### src/rtl/dm_cache_pkg.sv
package dm_cache_pkg;

    typedef enum logic [1:0] {
        ST_IDLE  = 2'd0,
        ST_EVICT = 2'd1,
        ST_FILL  = 2'd2
    } ctl_state_e;

    // A request needs a line to be brought in unless it is a write under
    // the write-through / no-allocate pairing.
    function automatic logic needs_alloc(input logic is_write, input logic wt_mode);
        return !is_write || !wt_mode;
    endfunction

    // Only the deferred-write pairing ever keeps a modified copy.
    function automatic logic must_write_back(input logic wt_mode, input logic v, input logic m);
        return !wt_mode && v && m;
    endfunction

endpackage

### src/rtl/dm_line_store.sv
module dm_line_store #(
    parameter int IDX_W  = 3,
    parameter int TAG_W  = 5,
    parameter int DATA_W = 16
) (
    input  logic              clk,
    input  logic              rst,
    input  logic [IDX_W-1:0]  lk_idx,
    output logic              lk_valid,
    output logic              lk_mod,
    output logic [TAG_W-1:0]  lk_tag,
    output logic [DATA_W-1:0] lk_data,
    input  logic              we,
    input  logic [IDX_W-1:0]  wr_idx,
    input  logic              wr_mod,
    input  logic [TAG_W-1:0]  wr_tag,
    input  logic [DATA_W-1:0] wr_data
);
    localparam int LINES = 1 << IDX_W;

    logic [LINES-1:0] valid_q;
    logic [LINES-1:0] mod_q;
    logic [TAG_W-1:0]  tag_q  [LINES];
    logic [DATA_W-1:0] data_q [LINES];

    always_ff @(posedge clk) begin
        if (rst) begin
            valid_q <= '0;
            mod_q   <= '0;
        end else if (we) begin
            valid_q[wr_idx] <= 1'b1;
            mod_q[wr_idx]   <= wr_mod;
        end
    end

    always_ff @(posedge clk) begin
        if (we) begin
            tag_q[wr_idx]  <= wr_tag;
            data_q[wr_idx] <= wr_data;
        end
    end

    assign lk_valid = valid_q[lk_idx];
    assign lk_mod   = mod_q[lk_idx];
    assign lk_tag   = tag_q[lk_idx];
    assign lk_data  = data_q[lk_idx];
endmodule

### src/rtl/dm_post_buf.sv
module dm_post_buf #(
    parameter int AW    = 8,
    parameter int DW    = 16,
    parameter int DEPTH = 4
) (
    input  logic          clk,
    input  logic          rst,
    input  logic          push,
    input  logic [AW-1:0] push_addr,
    input  logic [DW-1:0] push_data,
    input  logic          pop,
    output logic [AW-1:0] head_addr,
    output logic [DW-1:0] head_data,
    output logic          empty,
    output logic          full
);
    localparam int PW = (DEPTH > 1) ? $clog2(DEPTH) : 1;
    localparam int CW = $clog2(DEPTH + 1);
    localparam logic [PW-1:0] LAST = PW'(DEPTH - 1);

    logic [AW-1:0] addr_q [DEPTH];
    logic [DW-1:0] data_q [DEPTH];
    logic [PW-1:0] wp, rp;
    logic [CW-1:0] cnt;

    logic do_push, do_pop;
    assign do_push = push && !full;
    assign do_pop  = pop && !empty;

    always_ff @(posedge clk) begin
        if (rst) begin
            wp  <= '0;
            rp  <= '0;
            cnt <= '0;
        end else begin
            if (do_push) wp <= (wp == LAST) ? '0 : wp + 1'b1;
            if (do_pop)  rp <= (rp == LAST) ? '0 : rp + 1'b1;
            if (do_push && !do_pop)      cnt <= cnt + 1'b1;
            else if (do_pop && !do_push) cnt <= cnt - 1'b1;
        end
    end

    always_ff @(posedge clk) begin
        if (do_push) begin
            addr_q[wp] <= push_addr;
            data_q[wp] <= push_data;
        end
    end

    assign head_addr = addr_q[rp];
    assign head_data = data_q[rp];
    assign empty     = (cnt == '0);
    assign full      = (cnt == CW'(DEPTH));
endmodule

### src/rtl/dm_wr_counter.sv
module dm_wr_counter #(
    parameter int CNT_W = 16
) (
    input  logic             clk,
    input  logic             rst,
    input  logic             clr,
    input  logic             inc,
    output logic [CNT_W-1:0] count
);
    localparam logic [CNT_W-1:0] TOP = {CNT_W{1'b1}};

    always_ff @(posedge clk) begin
        if (rst || clr)                count <= '0;
        else if (inc && count != TOP)  count <= count + 1'b1;
    end
endmodule

### src/rtl/dm_cache_ctrl.sv
module dm_cache_ctrl
    import dm_cache_pkg::*;
#(
    parameter int ADDR_W     = 8,
    parameter int IDX_W      = 3,
    parameter int DATA_W     = 16,
    parameter int WBUF_DEPTH = 4,
    parameter int CNT_W      = 16
) (
    input  logic              clk,
    input  logic              rst,
    input  logic              mode_wt,
    input  logic              cnt_clr,
    input  logic              req_valid,
    output logic              req_ready,
    input  logic              req_write,
    input  logic [ADDR_W-1:0] req_addr,
    input  logic [DATA_W-1:0] req_wdata,
    output logic              rsp_valid,
    output logic [DATA_W-1:0] rsp_rdata,
    output logic              mem_rd,
    output logic              mem_wr,
    output logic [ADDR_W-1:0] mem_addr,
    output logic [DATA_W-1:0] mem_wdata,
    input  logic [DATA_W-1:0] mem_rdata,
    input  logic              mem_ack,
    output logic [CNT_W-1:0]  wr_count
);
    localparam int TAG_W = ADDR_W - IDX_W;

    ctl_state_e state, state_nx;
    logic [ADDR_W-1:0] miss_addr;

    logic [IDX_W-1:0]  lk_idx;
    logic              lk_valid, lk_mod;
    logic [TAG_W-1:0]  lk_tag;
    logic [DATA_W-1:0] lk_data;

    logic              st_we, st_mod;
    logic [IDX_W-1:0]  st_idx;
    logic [TAG_W-1:0]  st_tag;
    logic [DATA_W-1:0] st_data;

    logic              wb_push, wb_pop, wb_empty, wb_full;
    logic [ADDR_W-1:0] wb_addr;
    logic [DATA_W-1:0] wb_data;

    logic hit, alloc_miss, wt_write, stall, accept, start_miss;

    // Lookup follows the CPU address while idle, the held miss otherwise.
    assign lk_idx = (state == ST_IDLE) ? req_addr[IDX_W-1:0] : miss_addr[IDX_W-1:0];

    dm_line_store #(.IDX_W(IDX_W), .TAG_W(TAG_W), .DATA_W(DATA_W)) u_store (
        .clk(clk), .rst(rst),
        .lk_idx(lk_idx), .lk_valid(lk_valid), .lk_mod(lk_mod),
        .lk_tag(lk_tag), .lk_data(lk_data),
        .we(st_we), .wr_idx(st_idx), .wr_mod(st_mod),
        .wr_tag(st_tag), .wr_data(st_data)
    );

    dm_post_buf #(.AW(ADDR_W), .DW(DATA_W), .DEPTH(WBUF_DEPTH)) u_post (
        .clk(clk), .rst(rst),
        .push(wb_push), .push_addr(req_addr), .push_data(req_wdata),
        .pop(wb_pop), .head_addr(wb_addr), .head_data(wb_data),
        .empty(wb_empty), .full(wb_full)
    );

    dm_wr_counter #(.CNT_W(CNT_W)) u_cnt (
        .clk(clk), .rst(rst), .clr(cnt_clr),
        .inc(mem_wr && mem_ack), .count(wr_count)
    );

    assign hit        = lk_valid && (lk_tag == req_addr[ADDR_W-1:IDX_W]);
    assign alloc_miss = req_valid && !hit && needs_alloc(req_write, mode_wt);
    assign wt_write   = mode_wt && req_write;
    assign stall      = alloc_miss || (wt_write && wb_full);
    assign req_ready  = (state == ST_IDLE) && !(req_valid && stall);
    assign accept     = req_valid && req_ready;
    // A refill under write-through waits for every posted write to drain.
    assign start_miss = (state == ST_IDLE) && alloc_miss && !(mode_wt && !wb_empty);
    assign wb_push    = accept && wt_write;

    always_comb begin
        state_nx = state;
        case (state)
            ST_IDLE:  if (start_miss)
                          state_nx = must_write_back(mode_wt, lk_valid, lk_mod) ? ST_EVICT : ST_FILL;
            ST_EVICT: if (mem_ack) state_nx = ST_FILL;
            ST_FILL:  if (mem_ack) state_nx = ST_IDLE;
            default:  state_nx = ST_IDLE;
        endcase
    end

    always_ff @(posedge clk) begin
        if (rst) begin
            state     <= ST_IDLE;
            miss_addr <= '0;
            rsp_valid <= 1'b0;
            rsp_rdata <= '0;
        end else begin
            state     <= state_nx;
            if (start_miss) miss_addr <= req_addr;
            rsp_valid <= accept && !req_write;
            if (accept && !req_write) rsp_rdata <= lk_data;
        end
    end

    // Line updates: CPU write hit while idle, or refill data on acknowledge.
    always_comb begin
        st_we   = 1'b0;
        st_idx  = req_addr[IDX_W-1:0];
        st_tag  = req_addr[ADDR_W-1:IDX_W];
        st_data = req_wdata;
        st_mod  = !mode_wt;
        if (state == ST_FILL) begin
            st_we   = mem_ack;
            st_idx  = miss_addr[IDX_W-1:0];
            st_tag  = miss_addr[ADDR_W-1:IDX_W];
            st_data = mem_rdata;
            st_mod  = 1'b0;
        end else if (state == ST_IDLE) begin
            st_we   = accept && req_write && hit;
        end
    end

    // Memory bus: eviction, refill, or background drain of posted writes.
    always_comb begin
        mem_rd    = 1'b0;
        mem_wr    = 1'b0;
        mem_addr  = wb_addr;
        mem_wdata = wb_data;
        wb_pop    = 1'b0;
        case (state)
            ST_EVICT: begin
                mem_wr    = 1'b1;
                mem_addr  = {lk_tag, miss_addr[IDX_W-1:0]};
                mem_wdata = lk_data;
            end
            ST_FILL: begin
                mem_rd   = 1'b1;
                mem_addr = miss_addr;
            end
            default: begin
                mem_wr = !wb_empty;
                wb_pop = !wb_empty && mem_ack;
            end
        endcase
    end
endmodule

### config.mk
export PLATFORM = sky130hd
export DESIGN_NAME = dm_cache_ctrl
export DESIGN_NICKNAME = d
export VERILOG_FILES = /design/src/rtl/dm_cache_pkg.sv /design/src/rtl/dm_line_store.sv /design/src/rtl/dm_post_buf.sv /design/src/rtl/dm_wr_counter.sv /design/src/rtl/dm_cache_ctrl.sv
export SDC_FILE = /design/constraint.sdc
export NUM_CORES = 1
export LEC_CHECK = 0
export BUFFER_PORTS_ARGS = -buffer_cell sky130_fd_sc_hd__buf_2
export CORE_MARGIN = 2
export CORE_UTILIZATION = 35
export DETAILED_ROUTE_END_ITERATION = 6
export GPL_ROUTABILITY_DRIVEN = 0
export SYNTH_ARGS = -nofsm -noshare
export SYNTH_HDL_FRONTEND = slang
export SYNTH_SLANG_ARGS = --single-unit
### constraint.sdc
create_clock -name clk -period 3.9 [get_ports clk]
set_input_delay 0.78 -clock clk [delete_from_list [all_inputs] [get_ports clk]]
set_output_delay 0.78 -clock clk [all_outputs]
set_load 0.005 [all_outputs]
==> impl_summary.md <==
Synth
The number of warnings issued by yosys is 0. By area, the combinational part of the netlist is dominated by simple AND/OR/NAND/NOR gates. The number of synthesized flops with an enable pin is 264.

Yosys mapped the design onto 62 distinct sky130hd cell types. The share of cell area taken by muxes after synthesis is 0.0813. The sequential share of the synthesized area is 0.650. The synthesized net count is 1184. The proportion of synthesized flip-flops having asynchronous set or reset is 0. The dominant register cell in the synthesized netlist is sky130_fd_sc_hd__edfxtp_1. Of the total synthesized cell area, the portion taken by XOR and XNOR cells is 0.0104. The number of instances in the synthesized netlist is 1126.

Of the total synthesized cell area, the portion taken by AND, OR, NAND and NOR gates is 0.141. The fraction of the mapped netlist area in compound gates was 0.0790. Summing every instance area after synthesis gives 14300 um^2. Counting flops and latches in the post-synthesis netlist gives 332. The average cell area after synthesis is 12.7 um^2. Of the total synthesized cell area, the portion taken by full adders, half adders and majority gates is 0.0101.

Worst setup path
STA classifies the critical path startpoint as a flip-flop. On the worst path, the slowest cell contributes a delay of 360 ps. The slowest stage of the critical path is the sky130_fd_sc_hd__dfxtp_2 cell. The data required time of the critical path is 3120 ps.

The endpoint type of the worst setup path is a primary output. The worst endpoint data arrival time is 3020 ps. The worst setup path is of the reg2out kind. The largest driver fanout on the critical path is 10. The critical path goes through inv_2 -> ha_4 -> buf_4 -> nand2_1 -> buf_6 -> o22ai_1 -> a221oi_1 -> o22ai_2 -> xor2_1 -> and4_4 -> nand3_1 -> a31oi_1 -> buf_2.

Power and ir drop
The leakage dissipation is 6.05 nW. Summing internal, switching and leakage power gives 10.1 mW. The internal portion of the total power is 7.08 mW.

The share of total power dissipated in sequential elements is 0.412. Of the total power, the share spent switching nets is 0.300. Of the total power, the clock network draws 0.314. The combinational power share is 0.274. The total power per unit cell area is 586 nW/um^2. The net switching power is 3.03 mW. The peak ir drop on the vdd network is 0.000297 V.

Die
The die is 206 um wide. Measured along the y axis, the die boundary spans 206 um. The core area is 40600 um^2. The initial utilization of the core area, before any placement, comes to 0.353. The count of boundary I/O pins is 107.

In this run the core area contains 74 standard-cell rows. The floorplan step defined a die boundary enclosing 42500 um^2.

STA
The worst setup margin is 104 ps. The normalized max-slew margin is 0.306. The worst clock skew is 14.8 ps. The count of final hold-check violations came to 0. Dividing the final minimum period by the clock period gives 0.973. The routed design could run at a clock period as short as 3800 ps. The worst hold margin is 461 ps. The measured slew at the worst slew-check pin is 1040 ps. Based on the critical path, the design can be clocked at up to 263 MHz. The final count of pins violating max slew is 0. The total setup violations reported at the end of the flow is 0.

Clock tree
For this design, the CTS-stage hold fixing added 0 buffers. The count of clock tree sinks is 332. In this run the clock root is driven by a sky130_fd_sc_hd__clkbuf_16.

The H-tree depth is 2. The clock reaches the later pin of the worst-skew pair after 530 ps. The TritonCTS buffer count is 35.

TritonCTS built the clock tree. After clock tree synthesis, the clock-pin slew on the worst setup and hold paths is 60 ps. The clock tree buffer depth is 3.

GRT
The number of antenna violations at the first check in global routing was 0. The leftover overflow at the end of global routing is 0. For this run, the total global-route usage over all layers was measured as 0.166.

The first global-routing pass estimated 53900 um of wire. The via count of the first global-routing pass is 9212. Entering global routing, the biggest net connects 43 pins.

Routing
The number of iterations in the first detailed-routing pass is 5. In the routed layout, each cell is associated on average with a via count of 5.25. The first-iteration detailed-routing DRC count is 767. The wire length after detailed routing is 35700 um. The via total after detailed routing is 9595. The number of remaining DRC errors is 0. The count of nets left with antenna violations once routing finished came out at 0. After detailed routing, the average wire length per cell comes to 19.5 um.

Placed design
The cell count after placement is 1748. Buffers placed on the I/O ports in this run total 106. Prior to clock tree synthesis, the placed netlist has a worst setup slack of 62.4 ps. The wire-length estimate of the detail-placed layout is 23000 um.

Final layout
The layout-stage area growth over the synthesis result is 20.6%. In the layout the commonest cells are 264 x sky130_fd_sc_hd__edfxtp_1, 227 x sky130_fd_sc_hd__nand2_1, 106 x sky130_fd_sc_hd__buf_2, 64 x sky130_fd_sc_hd__dfxtp_1, 55 x sky130_fd_sc_hd__buf_4. The number of standard cells in the layout, taps in and fillers out is 1828.

The number of antenna repair diodes is 0. In the final layout, the share of cells above drive strength 1 is 0.262. The final standard cell utilization of the core is 0.425.

In the final design database the tool counted 1330 nets. The leading cell type in the layout, fill and taps excluded is sky130_fd_sc_hd__edfxtp_1.

Worst hold path
The class of the most critical hold timing path is reg2reg.

Run status
The flow ran to the end, and the final reports show no timing, DRC or antenna violations.

Run
The count of max-cap constraint violations is 0.
## state kept, by name, indices dropped and copies added (netlist names), named ones only
register	flops
miss_addr	8
rsp_rdata	16
rsp_valid	1
state	2
u_cnt.count	16
u_post.addr_q	32
u_post.cnt	3
u_post.data_q	64
u_post.rp	2
u_post.wp	2
u_store.data_q	128
u_store.mod_q	8
u_store.tag_q	40
u_store.valid_q	8
## power groups by stage
stage / Clock (mW) / Combinational [mW] / Sequential (mW)
final: 3.18 / 2.77 / 4.16
after detailed placement: 0 / 2.49 / 4.23
after floorplan: 0 / 1.61 / 4.20
after CTS: 3.25 / 2.65 / 4.15
after global routing: 3.38 / 3.00 / 4.17
after global placement: 0 / 2.46 / 4.23
## cell families after synthesis
family,Yosys count
adder cells (fa/ha/maj),11
multiplexers,79
XOR/XNOR,17
buffers and inverters,93
AND/OR/NAND/NOR,427
flip-flops,332
AO/OA/AOI/OAI,167
## Yosys cell counts (2+ instances only)
cell,number,area [um^2]
sky130_fd_sc_hd__xor2_1,13,114
sky130_fd_sc_hd__mux2i_1,26,260
sky130_fd_sc_hd__xnor2_1,4,35.0
sky130_fd_sc_hd__nor2b_1,20,125
sky130_fd_sc_hd__a21oi_1,29,145
sky130_fd_sc_hd__inv_1,18,67.6
sky130_fd_sc_hd__buf_6,4,45.0
sky130_fd_sc_hd__buf_4,3,22.5
sky130_fd_sc_hd__o22ai_2,2,25.0
sky130_fd_sc_hd__a31oi_1,33,206
sky130_fd_sc_hd__and3_1,19,119
sky130_fd_sc_hd__clkbuf_1,43,161
sky130_fd_sc_hd__edfxtp_1,264,7930
sky130_fd_sc_hd__nand2_1,230,863
sky130_fd_sc_hd__a221oi_1,5,43.8
sky130_fd_sc_hd__buf_2,15,75.1
sky130_fd_sc_hd__and2_1,4,25.0
sky130_fd_sc_hd__or2_2,3,18.8
sky130_fd_sc_hd__mux2_4,2,30.0
sky130_fd_sc_hd__nor2_1,45,169
sky130_fd_sc_hd__a22o_1,3,26.3
sky130_fd_sc_hd__nand3_1,38,190
sky130_fd_sc_hd__ha_1,10,125
sky130_fd_sc_hd__o21ai_0,29,145
sky130_fd_sc_hd__mux2i_2,2,27.5
sky130_fd_sc_hd__o22ai_1,12,75.1
sky130_fd_sc_hd__a311oi_1,18,158
sky130_fd_sc_hd__mux2_2,22,248
sky130_fd_sc_hd__or3_1,7,43.8
sky130_fd_sc_hd__nand2b_1,4,25.0
sky130_fd_sc_hd__o32ai_1,3,26.3
sky130_fd_sc_hd__dfxtp_1,68,1360
sky130_fd_sc_hd__o21ai_2,9,78.8
sky130_fd_sc_hd__o21a_1,9,67.6
sky130_fd_sc_hd__buf_1,9,33.8
sky130_fd_sc_hd__nor3b_2,8,100
sky130_fd_sc_hd__nand3b_1,3,22.5
sky130_fd_sc_hd__o211ai_1,3,22.5
sky130_fd_sc_hd__o32a_1,2,20.0
sky130_fd_sc_hd__nor3b_1,9,67.6
sky130_fd_sc_hd__nand4_1,29,181
sky130_fd_sc_hd__nor3_1,2,10.0
sky130_fd_sc_hd__mux4_2,26,586
## through the flow
| step | setup TNS (ps) | area (um^2) |
|---|---|---|
| 6_report | 0 | 17200 |
| 5_1_grt | -9.44 | 17200 |
| 4_1_cts | 0 | 17100 |
| 3_5_place_dp | 0 | 15800 |
| 3_3_place_gp | 0 | 15800 |
| 2_1_floorplan | 0 | 14300 |
## cell type report
type / count / area [um^2]
Tap cell: 532 / 666
Fill cell: 3715 / 23300
Clock buffer: 50 / 963
Sequential cell: 332 / 9290
Clock inverter: 11 / 120
Timing Repair Buffer: 182 / 1330
Multi-Input combinational cell: 702 / 4800
Inverter: 19 / 71.3
## timing repair
action	in CTS	in global routing
pin swaps	3	7
setup buffers	13	4
gates cloned	1	1
gates resized for setup	9	37
endpoints found under the setup margin	17	17
## metal layers
metal | global-route usage | up-vias | routed length [um]
li1 | - | 4479 | -
met1 | 0.228 | 4764 | 16000
met2 | 0.270 | 282 | 17000
met3 | 0.0216 | 70 | 1650
met4 | 0.0640 | 0 | 1060
met5 | 0 | - | 0
## worst max-delay path, delay by kind of cell, from the launching register on
family,cells,cell delay (ps)
xor+xnor,1,210
fa+ha+maj,1,190
compound gates,4,770
buf+inv,4,530
flops,1,360
simple gates,3,420
## path summary, 6_finish.rpt
| kind | slack, ps | end | from | cells after the start |
|---|---|---|---|---|
| setup / recovery | 100 | req_ready | state[0] | 13 |
| hold / removal | 460 | u_store.mod_q[7] | u_store.mod_q[7] | 2 |
| setup reg to reg | 660 | u_store.data_q[3][5] | state[0] | 12 |
| hold reg to reg | 460 | u_store.mod_q[7] | u_store.mod_q[7] | 2 |
Power figures use the tool's default switching activity.
